[src/rtl/dma_xreq_pkg.sv]
package dma_xreq_pkg;
  localparam int unsigned SRC_W = 4;

  typedef enum logic [1:0] {
    MODE_DUAL = 2'd0,
    MODE_M2D  = 2'd1,
    MODE_D2M  = 2'd2,
    MODE_BAD  = 2'd3
  } xfer_mode_e;

  localparam logic [SRC_W-1:0] SRC_DUAL = 4'b0000;
  localparam logic [SRC_W-1:0] SRC_M2D  = 4'b0010;
  localparam logic [SRC_W-1:0] SRC_D2M  = 4'b0011;
endpackage

[src/rtl/dma_xreq_sync.sv]
module dma_xreq_sync #(
  parameter int unsigned STAGES = 2
) (
  input  logic clk_i,
  input  logic rst_ni,
  input  logic req_ni,
  output logic lvl_o,   // synchronized pin, 1 = negated
  output logic fall_o
);
  localparam int unsigned LEN = STAGES + 1;

  logic [LEN-1:0] chain_q;

  genvar g;
  generate
    for (g = 0; g < LEN; g++) begin : g_stage
      if (g == 0) begin : g_first
        always_ff @(posedge clk_i or negedge rst_ni)
          if (!rst_ni) chain_q[0] <= 1'b1;
          else         chain_q[0] <= req_ni;
      end else begin : g_next
        always_ff @(posedge clk_i or negedge rst_ni)
          if (!rst_ni) chain_q[g] <= 1'b1;
          else         chain_q[g] <= chain_q[g-1];
      end
    end
  endgenerate

  assign lvl_o  = chain_q[STAGES-1];
  assign fall_o = chain_q[STAGES] & ~chain_q[STAGES-1];
endmodule

[src/rtl/dma_xreq_dec.sv]
module dma_xreq_dec
  import dma_xreq_pkg::*;
(
  input  logic [SRC_W-1:0] src_i,
  output logic             single_o,
  output logic             d2m_o,
  output logic             bad_o
);
  xfer_mode_e mode;

  always_comb begin
    unique case (src_i)
      SRC_DUAL: mode = MODE_DUAL;
      SRC_M2D:  mode = MODE_M2D;
      SRC_D2M:  mode = MODE_D2M;
      default:  mode = MODE_BAD;
    endcase
  end

  assign single_o = (mode == MODE_M2D) || (mode == MODE_D2M);
  assign d2m_o    = (mode == MODE_D2M);
  assign bad_o    = (mode == MODE_BAD);
endmodule

[src/rtl/dma_xreq_front.sv]
module dma_xreq_front
  import dma_xreq_pkg::*;
#(
  parameter int unsigned SYNC_STAGES = 2
) (
  input  logic             clk_i,
  input  logic             rst_ni,
  input  logic             req_ni,
  input  logic             glb_en_i,
  input  logic             ch_en_i,
  input  logic             nmi_flag_i,
  input  logic             addr_err_i,
  input  logic             xfer_end_i,
  input  logic             standby_i,
  input  logic             det_sel_i,
  input  logic [SRC_W-1:0] req_src_i,
  output logic             start_o,
  output logic             pending_o,
  output logic             single_addr_o,
  output logic             dev_to_mem_o,
  output logic             invalid_mode_o
);
  logic pin_lvl, pin_fall;
  logic det_sel_q, pend_q, start_q;
  logic run_ok, blocked, accept, cancel, fire;

  dma_xreq_sync #(.STAGES(SYNC_STAGES)) u_sync (
    .clk_i  (clk_i),
    .rst_ni (rst_ni),
    .req_ni (req_ni),
    .lvl_o  (pin_lvl),
    .fall_o (pin_fall)
  );

  dma_xreq_dec u_dec (
    .src_i    (req_src_i),
    .single_o (single_addr_o),
    .d2m_o    (dev_to_mem_o),
    .bad_o    (invalid_mode_o)
  );

  assign run_ok  = glb_en_i & ch_en_i & ~nmi_flag_i & ~addr_err_i & ~xfer_end_i;
  assign blocked = xfer_end_i | nmi_flag_i | addr_err_i | standby_i;
  assign accept  = pin_fall & det_sel_i & ~blocked;
  // withdrawal: pin already released, then detect-select drops
  assign cancel  = det_sel_q & ~det_sel_i & pin_lvl;
  assign fire    = run_ok & ~invalid_mode_o & ~cancel & (pend_q | accept);

  always_ff @(posedge clk_i or negedge rst_ni) begin
    if (!rst_ni) begin
      det_sel_q <= 1'b0;
      pend_q    <= 1'b0;
      start_q   <= 1'b0;
    end else begin
      det_sel_q <= det_sel_i;
      start_q   <= fire;
      if (nmi_flag_i | addr_err_i | cancel | fire) pend_q <= 1'b0;
      else if (accept)                             pend_q <= 1'b1;
    end
  end

  assign start_o   = start_q;
  assign pending_o = pend_q;


  start_single_cycle_chk: assert property (@(posedge clk_i) disable iff (!rst_ni)
    start_o |=> !start_o);

  start_drops_pending_chk: assert property (@(posedge clk_i) disable iff (!rst_ni)
    start_o |-> !pending_o);

  no_start_on_bad_mode_chk: assert property (@(posedge clk_i) disable iff (!rst_ni)
    start_o |-> $past(!invalid_mode_o));

  flag_clears_pending_chk: assert property (@(posedge clk_i) disable iff (!rst_ni)
    (nmi_flag_i || addr_err_i) |=> !pending_o);

  blocked_no_latch_chk: assert property (@(posedge clk_i) disable iff (!rst_ni)
    (!pending_o && (xfer_end_i || standby_i || nmi_flag_i || addr_err_i)) |=> !pending_o);

  bad_mode_exclusive_chk: assert property (@(posedge clk_i) disable iff (!rst_ni)
    $countones({invalid_mode_o, single_addr_o}) <= 1);
endmodule

[config.mk]
export PLATFORM = sky130hd
export DESIGN_NAME = dma_xreq_front
export DESIGN_NICKNAME = d
export VERILOG_FILES = /design/src/rtl/dma_xreq_pkg.sv /design/src/rtl/dma_xreq_sync.sv /design/src/rtl/dma_xreq_dec.sv /design/src/rtl/dma_xreq_front.sv
export SDC_FILE = /design/constraint.sdc
export NUM_CORES = 1
export LEC_CHECK = 0
export ABC_CLOCK_PERIOD_IN_PS = 3300
export BUFFER_PORTS_ARGS = -buffer_cell sky130_fd_sc_hd__clkbuf_2
export CORE_AREA = 2 2 39 41
export DETAILED_ROUTE_END_ITERATION = 6
export DIE_AREA = 0 0 41 43
export GPL_ROUTABILITY_DRIVEN = 0
export GPL_TIMING_DRIVEN = 0
export PLACE_DENSITY = 0.54
export REMOVE_ABC_BUFFERS = 1
export SYNTH_ARGS = -nofsm -noshare
export SYNTH_HDL_FRONTEND = slang
export SYNTH_SLANG_ARGS = --single-unit
[constraint.sdc]
create_clock -name clk_i -period 3.3 [get_ports clk_i]
set_clock_uncertainty 0.1 [all_clocks]
set_input_delay 0.495 -clock clk_i [delete_from_list [all_inputs] [get_ports clk_i]]
set_output_delay 0.495 -clock clk_i [all_outputs]
set_load 0.005 [all_outputs]
==> metrics.md <==
| Metric | Value |
|---|---|
| Vias post-DR | `roughly 250` |
| Delay of the slowest critical-path stage | `0.20 ns` |
| Met2 WL | `247 microns` |
| Fin crit period | `2.00 ns` |
| R2R Setup Slk | `1.96 ns` |
| Synth cell types | `14` |
| Power Dens Cells | `397 nW/um^2` |
| Switching pwr | `33.4 uW` |
| Max H-tree Level | `1` |
| Worst skew pair latency | `between 0.2 and 0.25 ns` |
| Initial core utilization | `19.9%` |
| CP delay by family, top | `simple AND/OR/NAND/NOR gates` |
| Worst EP arrival | `1.40 ns` |
| Port bufs | `18` |
| Clk pwr share | `41.4%` |
| Worst path required time | `2.70 ns` |
| Sink Count | `6` |
| Top Ports | `19` |
| Rows | `14` |
| Hpwl dp | `486 microns` |
| Leakage | `about 0.21 nW` |
| Final-layout fill cell count | `145` |
| Crit path kind | `primary input to primary output` |
| Clk buf depth | `2` |
| WL met3 | `39 microns` |
| Area taken by multi-input logic gates | `114 sq um` |
| P&R area growth vs syn | `53.2%` |
| Commonest non-fill, non-tap cell in the layout | `clkbuf_2` |
| Status | `finished clean` |
| Mapped Avg Cell Area | `12.0 sq um` |
| Initial antenna violation count | `0` |
| Final nets | `63` |
| Vias in the first global route | `235` |
| Iteration-0 DRC Markers | `1` |
| Ant diodes | `0` |
| Die area | `~1800 sq um` |
| Vias/cell | `4.08` |
| WL per Instance | `just under 9 microns` |
| Synthesized area | `275 sq um` |
| Initial DRT Pass Iterations | `2` |
| Slew Viols, Final | `0` |
| First-pass GRT wire length | `848 microns` |
| DRT antenna net count | `0` |
| M1 WL | `between 200 and 250 microns` |
| Logic pwr share | `11.5%` |
| Area after DPL | `385 sq um` |
| Fin. Hold Viols | `0` |
| Routed WL | `roughly 540 microns` |
| Worst Tran Pin Value | `0.305 ns` |
| Commonest cells after routing, fill and taps aside | `clkbuf_2, clkbuf_4, dfrtp_1, dfstp_2` |
| Sw frac | `19.9%` |
| Register area | `154 sq um` |
| Final TNS setup | `0 ns` |
| MaxCap Viol Count | `0` |
| Hold Path Class | `primary input to flip-flop` |
| #FFs+latches synth | `6` |
| DIE HEIGHT | `43 microns` |
| Post-cts sizing count | `0` |
| TritonCTS clock tree | `built` |
| Uppermost routed layer | `met4` |
| Seq/Total Area, Yosys | `55.9%` |
| Root buf cell | `clkbuf_4` |
| Die W | `41 microns` |
| CP max stage cell | `and3_2` |
| Ys Warns | `0` |
| CP most frequent cell | `clkbuf_2` |
| Total grt overflow | `0` |
| Worst-path clk slew | `0.04 ns` |
| # DRC | `0` |
| CP Max Fanout | `3` |
| Finished layout cell area | `around 420 sq um` |
| Worst rel slew slack | `79.6%` |
| Core area | `approximately 1400 sq um` |
| Largest net degree at the start of global routing | `7` |
| CP endpoint kind | `primary output` |
| Flop pwr share | `47.1%` |
| Tot GR Track Use | `7.77%` |
| RSZ-0062 raised after global routing | `false` |
| Fmax | `501 MHz` |
| Buf+Inv Stages, Crit Path | `3` |
| CP Cell Sequence | `clkbuf_2 -> nor2_1 -> and3_2 -> inv_1 -> ha_1 -> o41a_1 -> clkbuf_2` |
| Tcrit/Tclk final | `60.5%` |
| # hold bufs at CTS | `1` |
| Share of cells above drive strength 1 | `56.5%` |
| VDD IR max | `a little over 0.00009 V` |
| Postcts setup bufs | `0` |
| Post-Synthesis Cells | `23` |
| Int Power | `134 uW` |
| Num CTS Buffers | `3` |
| Startpoint Class | `primary input` |
| Final Setup Violations | `0` |
==> Yosys cell counts <==
cell | number | area (sq um)
dfrtp_1 | 3 | 75.1
nand3b_1 | 1 | 7.51
ha_1 | 2 | 25.0
inv_1 | 2 | 7.51
nand2_1 | 2 | 7.51
o41a_1 | 1 | 11.3
nor4bb_1 | 1 | 10.0
nor4_2 | 1 | 12.5
nor2_1 | 2 | 7.51
nor3_1 | 2 | 10.0
dfstp_2 | 3 | 78.8
and3_2 | 1 | 7.51
o221ai_1 | 1 | 8.76
nor2b_1 | 1 | 6.26
==> kinds of logic after synthesis <==
logic type | share of synthesized area (%)
compound gates | 7.27
fa+ha+maj | 9.09
simple gates | 25.0
buf+inv | 2.73
flops | 55.9
==> flip-flops by register name, summed over array words and instances (netlist names) <==
name	cells
det_sel_q	1
pending_o	1
start_o	1
u_sync.chain_q	2
u_sync.lvl_o	1
==> power groups by stage <==
stage	Clock, mW	Sequential (mW)	Combinational (mW)
finish	0.0694	0.0788	0.0193
global route	0.0782	0.0790	0.0218
CTS	0.0729	0.0789	0.0198
detailed placement	0	0.0798	0.0188
global placement	0	0.0798	0.0183
floorplan	0	0.0796	0.00614
==> cell type report <==
| type | instances | share of cell area, % |
|---|---|---|
| Timing Repair Buffer | 19 | 23.7 |
| Multi-Input combinational cell | 15 | 27.0 |
| Inverter | 2 | 1.78 |
| Clock buffer | 4 | 6.23 |
| Tap cell | 16 | 4.75 |
| Sequential cell | 6 | 36.5 |
==> metrics by stage <==
| stage | utilization (%) | hold slack (ns) | cells | setup slack [ns] | power, mW |
|---|---|---|---|---|---|
| 2_1_floorplan | - | 0.0994 | 23 | 1.59 | 0.0857 |
| 3_3_place_gp | 27.8 | 0.225 | 57 | 1.33 | 0.0981 |
| 3_5_place_dp | 27.8 | 0.227 | 57 | 1.30 | 0.0986 |
| 4_1_cts | 30.5 | 0.235 | 62 | 1.29 | 0.172 |
| 5_1_grt | 30.5 | 0.227 | 62 | 1.23 | 0.179 |
| 6_report | 30.5 | 0.244 | 62 | 1.30 | 0.167 |
==> per-layer routing <==
metal / GRT usage, % / up-vias
met3: 1.57 / 2
met1: 8.17 / 111
met5: 0 / -
li1: - / 128
met2: 10.6 / 12
met4: 10.0 / 0
==> path summary, 6_finish.rpt <==
| path | start | endpoint | depth (start not counted) |
|---|---|---|---|
| max in group asynchronous | rst_ni | u_sync.chain_q[2] | 2 |
| hold / removal | req_ni | u_sync.chain_q[0] | 1 |
| hold reg to reg | u_sync.chain_q[0] | u_sync.lvl_o | 0 |
| setup reg to reg | u_sync.chain_q[2] | pending_o | 3 |
| setup / recovery | req_src_i[3] | invalid_mode_o | 7 |
| min in group asynchronous | rst_ni | det_sel_q | 2 |
(Power assumes the default switching activity.)
